**config.mk**
```make
export PLATFORM = sky130hd
export DESIGN_NAME = xfer_fifo
export DESIGN_NICKNAME = d
export VERILOG_FILES = /design/src/rtl/xfer_fifo_pkg.sv /design/src/rtl/xfer_fifo_store.sv /design/src/rtl/xfer_fifo_ctrl.sv /design/src/rtl/xfer_fifo.sv
export SDC_FILE = /design/constraint.sdc
export NUM_CORES = 1
export LEC_CHECK = 0
export BUFFER_PORTS_ARGS = -buffer_cell sky130_fd_sc_hd__clkbuf_2
export CORE_MARGIN = 2
export CORE_UTILIZATION = 61
export CTS_CLUSTER_SIZE = 10
export DETAILED_ROUTE_END_ITERATION = 6
export PLACE_DENSITY = 0.92
export REMOVE_ABC_BUFFERS = 1
export SLEW_MARGIN = 5
export SYNTH_ARGS = -nofsm -noshare
export SYNTH_HDL_FRONTEND = slang
export SYNTH_HIERARCHICAL = 1
export SYNTH_SLANG_ARGS = --single-unit
```
**constraint.sdc**
```tcl
create_clock -name clk -period 7 [get_ports clk]
set_clock_uncertainty 0.05 [all_clocks]
set_input_delay 1.75 -clock clk [delete_from_list [all_inputs] [get_ports clk]]
set_output_delay 1.75 -clock clk [all_outputs]
set_load 0.005 [all_outputs]
```
**src/rtl/xfer_fifo_pkg.sv**
```systemverilog
package xfer_fifo_pkg;
  typedef enum logic {
    DIR_TO_CORE = 1'b0,
    DIR_TO_HOST = 1'b1
  } xfer_dir_e;

  function automatic int unsigned ptr_w(input int unsigned depth);
    return (depth > 1) ? $clog2(depth) : 1;
  endfunction
endpackage

```
**src/rtl/xfer_fifo_store.sv**
```systemverilog
module xfer_fifo_store
  import xfer_fifo_pkg::*;
#(
  parameter int unsigned DEPTH = 16,
  parameter int unsigned WIDTH = 8,
  localparam int unsigned AW = ptr_w(DEPTH),
  localparam int unsigned LW = AW + 1
) (
  input  logic             clk,
  input  logic             rst_n,
  input  logic             push,
  input  logic             pop,
  input  logic             flush,
  input  logic [WIDTH-1:0] wdata,
  output logic [WIDTH-1:0] head,
  output logic [LW-1:0]    level
);
  logic [WIDTH-1:0] mem [DEPTH];
  logic [AW-1:0] wr_ptr_q, wr_ptr_d, rd_ptr_q, rd_ptr_d;
  logic [LW-1:0] level_q, level_d;

  function automatic logic [AW-1:0] bump(input logic [AW-1:0] p);
    return (p == AW'(DEPTH - 1)) ? '0 : p + AW'(1);
  endfunction

  always_comb begin
    wr_ptr_d = wr_ptr_q;
    rd_ptr_d = rd_ptr_q;
    level_d  = level_q;
    if (flush) begin
      wr_ptr_d = '0;
      rd_ptr_d = '0;
      level_d  = '0;
    end else begin
      if (push) wr_ptr_d = bump(wr_ptr_q);
      if (pop)  rd_ptr_d = bump(rd_ptr_q);
      case ({push, pop})
        2'b10:   level_d = level_q + LW'(1);
        2'b01:   level_d = level_q - LW'(1);
        default: level_d = level_q;
      endcase
    end
  end

  always_ff @(posedge clk or negedge rst_n) begin
    if (!rst_n) begin
      wr_ptr_q <= '0;
      rd_ptr_q <= '0;
      level_q  <= '0;
    end else begin
      wr_ptr_q <= wr_ptr_d;
      rd_ptr_q <= rd_ptr_d;
      level_q  <= level_d;
    end
  end

  always_ff @(posedge clk) begin
    if (push && !flush) mem[wr_ptr_q] <= wdata;
  end

  assign head  = mem[rd_ptr_q];
  assign level = level_q;


  level_bound_chk: assert property (@(posedge clk) disable iff (!rst_n)
    level_q <= LW'(DEPTH));


  push_room_chk: assert property (@(posedge clk) disable iff (!rst_n)
    push |-> level_q != LW'(DEPTH));
endmodule

```
**src/rtl/xfer_fifo_ctrl.sv**
```systemverilog
module xfer_fifo_ctrl
  import xfer_fifo_pkg::*;
#(
  parameter int unsigned DEPTH = 16,
  localparam int unsigned AW = ptr_w(DEPTH),
  localparam int unsigned LW = AW + 1
) (
  input  logic          clk,
  input  logic          rst_n,
  input  logic          cfg_valid,
  input  logic          cfg_enable,
  input  logic [AW-1:0] cfg_thresh,
  input  logic          to_host,
  input  logic          host_wr,
  input  logic          host_rd,
  input  logic          core_wr,
  input  logic          core_rd,
  input  logic [LW-1:0] level,
  output logic          push,
  output logic          pop,
  output logic          flush,
  output logic          rqm,
  output logic          dio,
  output logic          svc_req,
  output logic          overrun,
  output logic          underrun
);
  logic          en_q, en_d;
  logic [AW-1:0] thr_q, thr_d;
  logic          ovr_q, ovr_d, und_q, und_d;
  logic [LW-1:0] cap, thr_eff, free;
  logic          empty, full, ovr_set, und_set;
  xfer_dir_e     dir;

  assign dir     = xfer_dir_e'(to_host);
  assign cap     = en_q ? LW'(DEPTH) : LW'(1);
  assign thr_eff = en_q ? {1'b0, thr_q} : LW'(1);
  assign free    = cap - level;
  assign empty   = (level == '0);
  assign full    = (level == cap);

  always_comb begin
    push    = 1'b0;
    pop     = 1'b0;
    ovr_set = 1'b0;
    und_set = 1'b0;
    if (!cfg_valid) begin
      if (dir == DIR_TO_HOST) begin
        push    = core_wr && !full;
        ovr_set = core_wr && full;
        pop     = host_rd && !empty;
      end else begin
        push    = host_wr && !full;
        pop     = core_rd && !empty;
        und_set = core_rd && empty;
      end
    end
  end

  always_comb begin
    en_d  = en_q;
    thr_d = thr_q;
    ovr_d = ovr_q | ovr_set;
    und_d = und_q | und_set;
    if (cfg_valid) begin
      en_d  = cfg_enable;
      thr_d = (cfg_thresh == '0) ? AW'(1) : cfg_thresh;
      ovr_d = 1'b0;
      und_d = 1'b0;
    end
  end

  always_ff @(posedge clk or negedge rst_n) begin
    if (!rst_n) begin
      en_q  <= 1'b0;
      thr_q <= AW'(1);
      ovr_q <= 1'b0;
      und_q <= 1'b0;
    end else begin
      en_q  <= en_d;
      thr_q <= thr_d;
      ovr_q <= ovr_d;
      und_q <= und_d;
    end
  end

  assign flush    = cfg_valid;
  assign dio      = (dir == DIR_TO_HOST);
  assign rqm      = (dir == DIR_TO_HOST) ? !empty : !full;
  assign svc_req  = (dir == DIR_TO_HOST) ? (level >= thr_eff) : (free >= thr_eff);
  assign overrun  = ovr_q;
  assign underrun = und_q;


  ovr_sticky_chk: assert property (@(posedge clk) disable iff (!rst_n)
    (ovr_q && !cfg_valid) |=> ovr_q);


  und_sticky_chk: assert property (@(posedge clk) disable iff (!rst_n)
    (und_q && !cfg_valid) |=> und_q);


  rqm_read_chk: assert property (@(posedge clk) disable iff (!rst_n)
    (rqm && dio) |-> level != '0);


  bypass_level_chk: assert property (@(posedge clk) disable iff (!rst_n)
    !en_q |-> level <= LW'(1));
endmodule

```
**src/rtl/xfer_fifo.sv**
```systemverilog
module xfer_fifo
  import xfer_fifo_pkg::*;
#(
  parameter int unsigned DEPTH = 16,
  parameter int unsigned WIDTH = 8,
  localparam int unsigned AW = ptr_w(DEPTH),
  localparam int unsigned LW = AW + 1
) (
  input  logic             clk,
  input  logic             rst_n,
  input  logic             cfg_valid,
  input  logic             cfg_enable,
  input  logic [AW-1:0]    cfg_thresh,
  input  logic             to_host,
  input  logic             host_wr,
  input  logic [WIDTH-1:0] host_wdata,
  input  logic             host_rd,
  output logic [WIDTH-1:0] host_rdata,
  input  logic             core_wr,
  input  logic [WIDTH-1:0] core_wdata,
  input  logic             core_rd,
  output logic [WIDTH-1:0] core_rdata,
  output logic             rqm,
  output logic             dio,
  output logic             svc_req,
  output logic [LW-1:0]    fill_level,
  output logic             overrun,
  output logic             underrun
);
  logic [1:0]       rst_sync_q;
  logic             rst_int_n;
  logic             push, pop, flush;
  logic [WIDTH-1:0] wdata, head;
  logic [LW-1:0]    level;

  always_ff @(posedge clk or negedge rst_n) begin
    if (!rst_n) rst_sync_q <= 2'b00;
    else        rst_sync_q <= {rst_sync_q[0], 1'b1};
  end
  assign rst_int_n = rst_sync_q[1];

  assign wdata = to_host ? core_wdata : host_wdata;

  xfer_fifo_ctrl #(.DEPTH(DEPTH)) ctrl_i (
    .clk(clk), .rst_n(rst_int_n),
    .cfg_valid(cfg_valid), .cfg_enable(cfg_enable), .cfg_thresh(cfg_thresh),
    .to_host(to_host), .host_wr(host_wr), .host_rd(host_rd),
    .core_wr(core_wr), .core_rd(core_rd), .level(level),
    .push(push), .pop(pop), .flush(flush),
    .rqm(rqm), .dio(dio), .svc_req(svc_req),
    .overrun(overrun), .underrun(underrun)
  );

  xfer_fifo_store #(.DEPTH(DEPTH), .WIDTH(WIDTH)) store_i (
    .clk(clk), .rst_n(rst_int_n),
    .push(push), .pop(pop), .flush(flush),
    .wdata(wdata), .head(head), .level(level)
  );

  assign host_rdata = head;
  assign core_rdata = head;
  assign fill_level = level;
endmodule

```
==> results of run 1 <==
[final timing paths]
kind	slack [ns]	end	start
setup reg to reg	3.61	store_i/mem[9][3]	store_i/level[0]
setup / recovery	2.39	host_rdata[5]	store_i/rd_ptr_q[1]
hold / removal	0.30	store_i/rd_ptr_q[0]	rst_sync_q[1]
max in group asynchronous	5.87	rst_sync_q[1]	rst_n
hold reg to reg	0.30	store_i/rd_ptr_q[0]	rst_sync_q[1]
min in group clk	0.31	rst_sync_q[1]	rst_sync_q[0]
[synth_stat cells (all sizes together), types with 5 or more instances]
| library cell | number | area, sq um |
|---|---|---|
| inv | 8 | 30.0 |
| xnor2 | 8 | 70.1 |
| and2 | 18 | 113 |
| mux2i | 29 | 290 |
| mux4 | 24 | 541 |
| a22oi | 8 | 60.1 |
| clkbuf | 5 | 18.8 |
| buf | 23 | 165 |
| mux2 | 13 | 176 |
| nor3 | 7 | 35.0 |
| nor2 | 20 | 75.1 |
| a32oi | 8 | 70.1 |
| o21ai | 14 | 70.1 |
| dfrtp | 21 | 526 |
| a21oi | 11 | 58.8 |
| edfxtp | 128 | 3840 |
| ha | 17 | 213 |
| nand2 | 12 | 45.0 |
[cells by family (layout without fill, tap and decap cells)]
kind of cell | count (synthesis) | count (layout)
fa+ha+maj | 17 | 17
compound gates | 51 | 51
xor+xnor | 9 | 9
buf+inv | 37 | 96
simple gates | 74 | 74
flops | 150 | 150
other cells | 1 | 1
mux | 66 | 66
[layout by cell type, fill, tap and decap left out, drive strengths merged, types with 7 or more instances in the layout]
master | synthesis | routed
mux4 | 24 | 24
nand2 | 12 | 12
and2 | 18 | 18
ha | 17 | 17
edfxtp | 128 | 128
mux2 | 13 | 13
dfrtp | 21 | 21
nor2 | 20 | 20
o21ai | 14 | 14
clkbuf | 5 | 71
mux2i | 29 | 29
a32oi | 8 | 8
a22oi | 8 | 8
xnor2 | 8 | 8
a21oi | 11 | 11
inv | 8 | 11
nor3 | 7 | 7
[state kept, by name, summed over array words and instances (netlist names)]
signal / count
ctrl_i/en_q: 1
ctrl_i/overrun: 1
ctrl_i/thr_q: 4
ctrl_i/underrun: 1
rst_sync_q: 2
store_i/level: 5
store_i/mem: 128
store_i/rd_ptr_q: 4
store_i/wr_ptr_q: 4
[final cells by class]
class                   instances  share of cell area
clock buffers                  17              0.0549
clock inverters                15              0.0269
inverters                       9             0.00514
multi-input cells             218               0.270
flip-flops and latches        150               0.583
well taps                     140              0.0232
repair buffers                 55              0.0368
[power by group through the flow]
| stage | combinational (mW) | clock (mW) | sequential [mW] |
|---|---|---|---|
| floorplan | 0.165 | 0 | 1.04 |
| global placement | 0.251 | 0 | 1.04 |
| detailed placement | 0.261 | 0 | 1.04 |
| CTS | 0.265 | 0.948 | 1.02 |
| global route | 0.294 | 0.985 | 1.02 |
| finish | 0.264 | 0.938 | 1.02 |
[layer usage]
metal  routed length (um)  global-route usage  share of wire  up-vias
met1                 5460               0.316           0.40     1894
met3                  919              0.0651          0.067       28
met4                  390               0.111          0.028        0
met5                    0                   0              0        -
li1                     -                   -              -     1658
met2                 6950               0.419           0.51      176
[critical path: cells and delay by family, from the launching register on]
family,cells,cell delay (ns)
multiplexers,2,0.34
flip-flops,1,1.12
AO/OA/AOI/OAI,2,0.62
buffers and inverters,1,0.15
[through the flow]
stage	utilization	power, mW	instance area [sq um]	worst slack [ns]
global placement	0.644	1.29	6920	2.56
detailed placement	0.644	1.30	6920	2.42
CTS	0.702	2.23	7540	2.41
floorplan	-	1.21	6470	3.04
global route	0.702	2.30	7540	2.22
finish	0.702	2.22	7540	2.39
==> results.tsv, run 1 <==
metric	value	unit
outcome	complete, no violations	
relative slew slack	0.223	
Top Ports	55	
sequential share of power	0.459	
sw frac	0.236	
DP HPWL	8.65	mm
maximum vdd drop	0.181	mV
unrepaired setup endpoints after global routing	false	
Die Ht	108	um
Mapped Cells	405	
Crit-path slowest cell	dfrtp_2	
Hold/Removal Path Class	flip-flop to async pin	
endpoints failing hold	0	
Avg Inst Size Synth	16.4	sq um
Crit path largest cell delay	1.12	ns
Area growth syn-to-layout	13.3	%
Post-CTS Setup Inserts	0	
area taken by multi-input logic gates	2030	sq um
post-synthesis adder-cell area fraction	0.0320	
largest net degree at the start of global routing	45	
area share of xor/xnor cells in the synthesized design	0.0118	
simple-gate area share of the yosys netlist	0.0589	
register area	4400	sq um
Reg2Reg Depth	6	
fillcell total	699	
drt first pass iters	5	
Iter 0 DRT Violations	424	
DR vias/cell	6.22	
I/O Buffers	54	
Setup-failing EPs final	0	
Post-synth EDFFs	128	
CP endpoint kind	primary output	
Min Hold Slack	0.301	ns
Critical Path RT	5.20	ns
Core Footprint	10700	sq um
# placed instances	572	
net switching power figure	525	uW
clock buffer depth	2	
area of the mapped netlist	6650	sq um
max-cap violations	0	
Synth Area in Compound Gates	0.0512	
crit-path most repeated cell	mux2i_1	
yosys warns	6	
Ant. Diodes	0	
first-pass GRT wire length	21.0	mm
Slew Viols, Final	0	
CTS tree	yes	
Rows	38	
wirelength, routed	13.7	mm
average wire per standard cell	22.7	um
crit path kind	flip-flop to primary output	
PwrDens	295	nW/um^2
antenna violations before repair	0	
clk slew on worst S/H paths	0.06	ns
period utilization	0.659	
clk_lat worst skew	0.53	ns
global route total overflow	0	
DR DRC count	0	
minimum clock period	4.61	ns
Layout Nets	497	
fmax	217	MHz
share of layout cells above drive strength 1	0.282	
clk sink count	150	
Clk network pwr share	0.422	
clock buffer count from CTS	17	
post-route setup TNS	0	ns
final std cells w/o fill	604	
combinational fraction of design power	0.119	
Hold-fix buffers, CTS	0	
clk root buf	clkbuf_8	
register bit total from synthesis	150	
post-synthesis mux area share	0.151	
startpoint type of the worst setup path	flip-flop	
post-CTS sizing	0	
Slew @ Worst Pin	1.17	ns
CP Max Fanout	44	
Cell Int Power	1.70	mW
Synth cell types	48	
Total Die Area	11800	sq um
Post-synth top flop	edfxtp_1	
DR vias	3756	
Final GP Congestion	0.809	
crit-path cells	mux2i_1 > a22oi_1 > mux2i_1 > o21ai_1 > clkbuf_2	
CP arrival	2.81	ns
leakage power figure	2.61	nW
CTS H-tree lvls	4	
register area share after synthesis	0.661	
main combinational cell family by area after synthesis	multiplexers	
async set-reset flop share out of synthesis	0.147	
Initial Util	0.619	
vias in the first global route	3829	
Die Span X	108	um
GRT Total Usage	0.253	
Antenna Nets Post-Route	0	
Note: power is estimated with default switching activity, not from simulation.
==> run 2, diff against run 1 <==
- CORE_UTILIZATION: 61 -> 60
- PLACE_DENSITY: 0.92 -> 0.91
- clock period: 7 -> 4.5 ns (I/O delays scaled with it)
==> results.tsv, run 2 (same netlist as run 1, synthesis figures left out) <==
metric	value	unit
outcome	complete, no violations	
clk_lat worst skew	0.52	ns
Total Die Area	11900	sq um
drt first pass iters	5	
Initial Util	0.614	
Slew @ Worst Pin	0.898	ns
Die Span X	109	um
Ant. Diodes	0	
share of layout cells above drive strength 1	0.286	
fillcell total	684	
Hold/Removal Path Class	flip-flop to async pin	
Rows	38	
largest reg by FF count	store_i/mem	
max reg flops	128	
global route total overflow	0	
Post-CTS Setup Inserts	0	
clock buffer count from CTS	17	
average wire per standard cell	22.8	um
Hold-fix buffers, CTS	0	
CP arrival	2.71	ns
fmax	258	MHz
DR DRC count	0	
clk slew on worst S/H paths	0.06	ns
DR vias	3843	
Top Ports	55	
largest net degree at the start of global routing	28	
leakage power figure	2.62	nW
CTS H-tree lvls	4	
vias in the first global route	3765	
max-cap violations	0	
Setup-failing EPs final	0	
CTS tree	yes	
maximum vdd drop	0.291	mV
wirelength, routed	13.9	mm
most frequent cells in the layout	128 x edfxtp_1, 54 x clkbuf_2, 29 x mux2i_1	
post-CTS sizing	0	
clk sink count	150	
startpoint type of the worst setup path	flip-flop	
final instance area	7540	sq um
Slew Viols, Final	0	
PwrDens	448	nW/um^2
Crit-path slowest cell	dfrtp_1	
Crit path largest cell delay	0.52	ns
crit-path cells	ha_1 > inv_1 > ha_1 > xnor2_1 > ha_1 > o21ai_0 > a21oi_1 > o41a_1 > clkbuf_2	
I/O Buffers	54	
Layout Nets	503	
endpoints failing hold	0	
final core occ	0.696	
relative slew slack	0.402	
crit-path most repeated cell	ha_1	
crit path kind	flip-flop to primary output	
Core Footprint	10800	sq um
DP HPWL	9.01	mm
Antenna Nets Post-Route	0	
Final GP Congestion	0.819	
first-pass GRT wire length	21.0	mm
Area growth syn-to-layout	13.4	%
unrepaired setup endpoints after global routing	false	
period utilization	0.862	
Iter 0 DRT Violations	428	
antenna violations before repair	0	
post-route setup TNS	0	ns
CP endpoint kind	primary output	
CP Max Fanout	9	
Top Registers	store_i/mem (128), store_i/level (5)	
clk root buf	clkbuf_8	
GRT Total Usage	0.250	
placed inst area	6970	sq um
Min Hold Slack	0.292	ns
DR vias/cell	6.31	
Critical Path RT	3.32	ns
Die Ht	109	um
clock buffer depth	2	
Final Total Pwr	3.38	mW
most common cell after layout, fill and taps aside	edfxtp_1	
minimum clock period	3.88	ns
-- run 2: routing by layer --
layer	global-route usage	wire, um
met2	0.425	7280
met1	0.315	5320
met4	0.103	304
met3	0.0528	1000
met5	0	0
-- run 2: final cells by class --
class	count	area, sq um	area share
repair buffers	61	323	0.0428
clock buffers	19	422	0.0559
flip-flops and latches	150	4400	0.583
inverters	9	38.8	0.00514
well taps	140	175	0.0232
clock inverters	12	155	0.0206
multi-input cells	218	2030	0.270
-- run 2: per-stage QoR --
stage	setup WS (ns)	std cells
floorplan	1.19	377
global placement	1.10	578
detailed placement	1.02	578
CTS	0.596	609
global route	0.486	609
finish	0.620	609
-- run 2: worst paths after layout --
check                           slack (ns)                   to  depth (start not counted)             start
worst max-delay path                  0.62              svc_req                          9  store_i/level[0]
worst min-delay path                  0.29     store_i/level[4]                          0     rst_sync_q[1]
worst max register to register        1.52    store_i/mem[8][0]                          7  store_i/level[0]
worst min register to register        0.29     store_i/level[4]                          0     rst_sync_q[1]
max in group asynchronous             3.55  store_i/rd_ptr_q[1]                          0     rst_sync_q[1]
min in group clk                      0.30        rst_sync_q[1]                          0     rst_sync_q[0]
-- run 2: critical path: cells and delay by family, from the launching register on --
family	cells	cell delay (ns)
buf+inv	2	0.17
fa+ha+maj	3	0.73
flops	1	0.52
xor+xnor	1	0.14
compound gates	3	0.63
-- run 2: power by group --
part / switching, mW / leakage [nW] / internal [mW]
clock network: 0.524 / 0.268 / 0.840
registers: 0.0479 / 1.44 / 1.55
logic: 0.223 / 0.915 / 0.202
total: 0.795 / 2.62 / 2.59
==> run 3, diff against run 2 <==
- CTS_BUF_LIST: default -> sky130_fd_sc_hd__clkbuf_8 sky130_fd_sc_hd__clkbuf_16
- SETUP_SLACK_MARGIN: default -> 0.1
==> results.tsv, run 3 (same netlist as run 1, synthesis figures left out) <==
metric	value	unit
vias in the first global route	3765	
placed inst area	6970	sq um
drt first pass iters	5	
first-pass GRT wire length	21.0	mm
minimum clock period	3.89	ns
Rows	38	
largest net degree at the start of global routing	28	
clock buffer depth	2	
Total Die Area	11900	sq um
wirelength, routed	13.9	mm
Hold/Removal Path Class	flip-flop to async pin	
Ant. Diodes	0	
final instance area	7540	sq um
DR vias	3825	
crit path kind	flip-flop to primary output	
Die Span X	109	um
clock buffer count from CTS	17	
Crit path largest cell delay	0.80	ns
endpoints failing hold	0	
Iter 0 DRT Violations	430	
startpoint type of the worst setup path	flip-flop	
clk_lat worst skew	0.53	ns
Initial Util	0.614	
clk sink count	150	
Final Total Pwr	3.38	mW
DP HPWL	9.01	mm
global route total overflow	0	
R2R Path End	store_i/mem[8][0]	
crit-path cells	buf_4 > mux2i_1 > a22oi_1 > a32oi_1 > o21ai_1 > clkbuf_2	
Critical Path RT	3.32	ns
GRT Total Usage	0.250	
WP depth	6	
reg2reg start	store_i/level[0]	
post-route setup TNS	0	ns
CTS H-tree lvls	4	
Setup crit end	core_rdata[0]	
outcome	complete, no violations	
Core Footprint	10800	sq um
leakage power figure	2.63	nW
period utilization	0.865	
reg2reg setup slack	1.52	ns
Top Ports	55	
share of layout cells above drive strength 1	0.286	
Final GP Congestion	0.819	
Top Registers	store_i/mem (128), store_i/level (5)	
Antenna Nets Post-Route	0	
Hold-fix buffers, CTS	0	
most frequent cells in the layout	128 x edfxtp_1, 54 x clkbuf_2, 29 x mux2i_1	
unrepaired setup endpoints after global routing	false	
Setup-failing EPs final	0	
DR DRC count	0	
CTS tree	yes	
relative slew slack	0.393	
post-CTS sizing	0	
fmax	257	MHz
CP arrival	2.72	ns
largest reg by FF count	store_i/mem	
most common cell after layout, fill and taps aside	edfxtp_1	
max reg flops	128	
antenna violations before repair	0	
clk root buf	clkbuf_8	
maximum vdd drop	0.293	mV
Area growth syn-to-layout	13.4	%
Worst Setup SP	store_i/rd_ptr_q[1]	
clk slew on worst S/H paths	0.06	ns
CP Max Fanout	27	
Reg2Reg Depth	7	
Crit-path slowest cell	dfrtp_2	
delay-heaviest family, CP	flip-flops	
average wire per standard cell	22.8	um
max-cap violations	0	
CP endpoint kind	primary output	
Post-CTS Setup Inserts	0	
PwrDens	448	nW/um^2
I/O Buffers	54	
Min Hold Slack	0.296	ns
Layout Nets	503	
Slew Viols, Final	0	
buffers and inverters on the worst path	2	
Die Ht	109	um
DR vias/cell	6.28	
Slew @ Worst Pin	0.911	ns
-- run 3: cell types whose count changed in the layout (fill, tap and decap cells not counted) --
cell | previous run | this run
inv_1 | 8 | 10
clkbuf_1 | 2 | 0
-- run 3: how the worst min path moves through the flow --
stage,end,from,slack (ns)
6_report,store_i/level[4],rst_sync_q[1],0.30
5_1_grt,rst_sync_q[1],rst_n,0.30
3_5_place_dp,rst_sync_q[1],rst_sync_q[0],0.29
3_3_place_gp,rst_sync_q[1],rst_sync_q[0],0.29
2_1_floorplan,ctrl_i/en_q,rst_sync_q[1],0.20
4_1_cts,rst_sync_q[0],rst_n,0.30
-- run 3: final cells by class --
class,count,area [sq um]
Sequential cell,150,4400
Clock buffer,17,414
Clock inverter,14,163
Multi-Input combinational cell,218,2030
Fill cell,684,3300
Tap cell,140,175
Timing Repair Buffer,61,323
Inverter,9,38.8
-- run 3: where the power goes --
part	switching, mW	total (mW)	internal (mW)	leakage (nW)
Sequential	0.0478	1.59	1.55	1.44
Clock	0.527	1.36	0.836	0.276
Combinational	0.221	0.423	0.202	0.915
-- run 3: worst register-to-register path: cells and delay by family, from the launching register on --
| kind | cells | cell delay [ns] |
|---|---|---|
| flops | 1 | 0.49 |
| simple gates | 5 | 1.53 |
| buf+inv | 1 | 0.19 |
| fa+ha+maj | 1 | 0.36 |
-- run 3: stage by stage --
step / instances / util / setup slack [ns]
after floorplan: 377 / - / 1.19
after global routing: 609 / 0.696 / 0.486
final: 609 / 0.696 / 0.607
after detailed placement: 578 / 0.643 / 1.02
after global placement: 578 / 0.643 / 1.10
after CTS: 609 / 0.696 / 0.596
-- run 3: metal layers --
| metal | routed length (um) | share of wire | track usage |
|---|---|---|---|
| met1 | 5320 | 0.38 | 0.315 |
| met2 | 7250 | 0.52 | 0.425 |
| met3 | 1020 | 0.073 | 0.0528 |
| met4 | 298 | 0.021 | 0.103 |
| met5 | 0 | 0 | 0 |
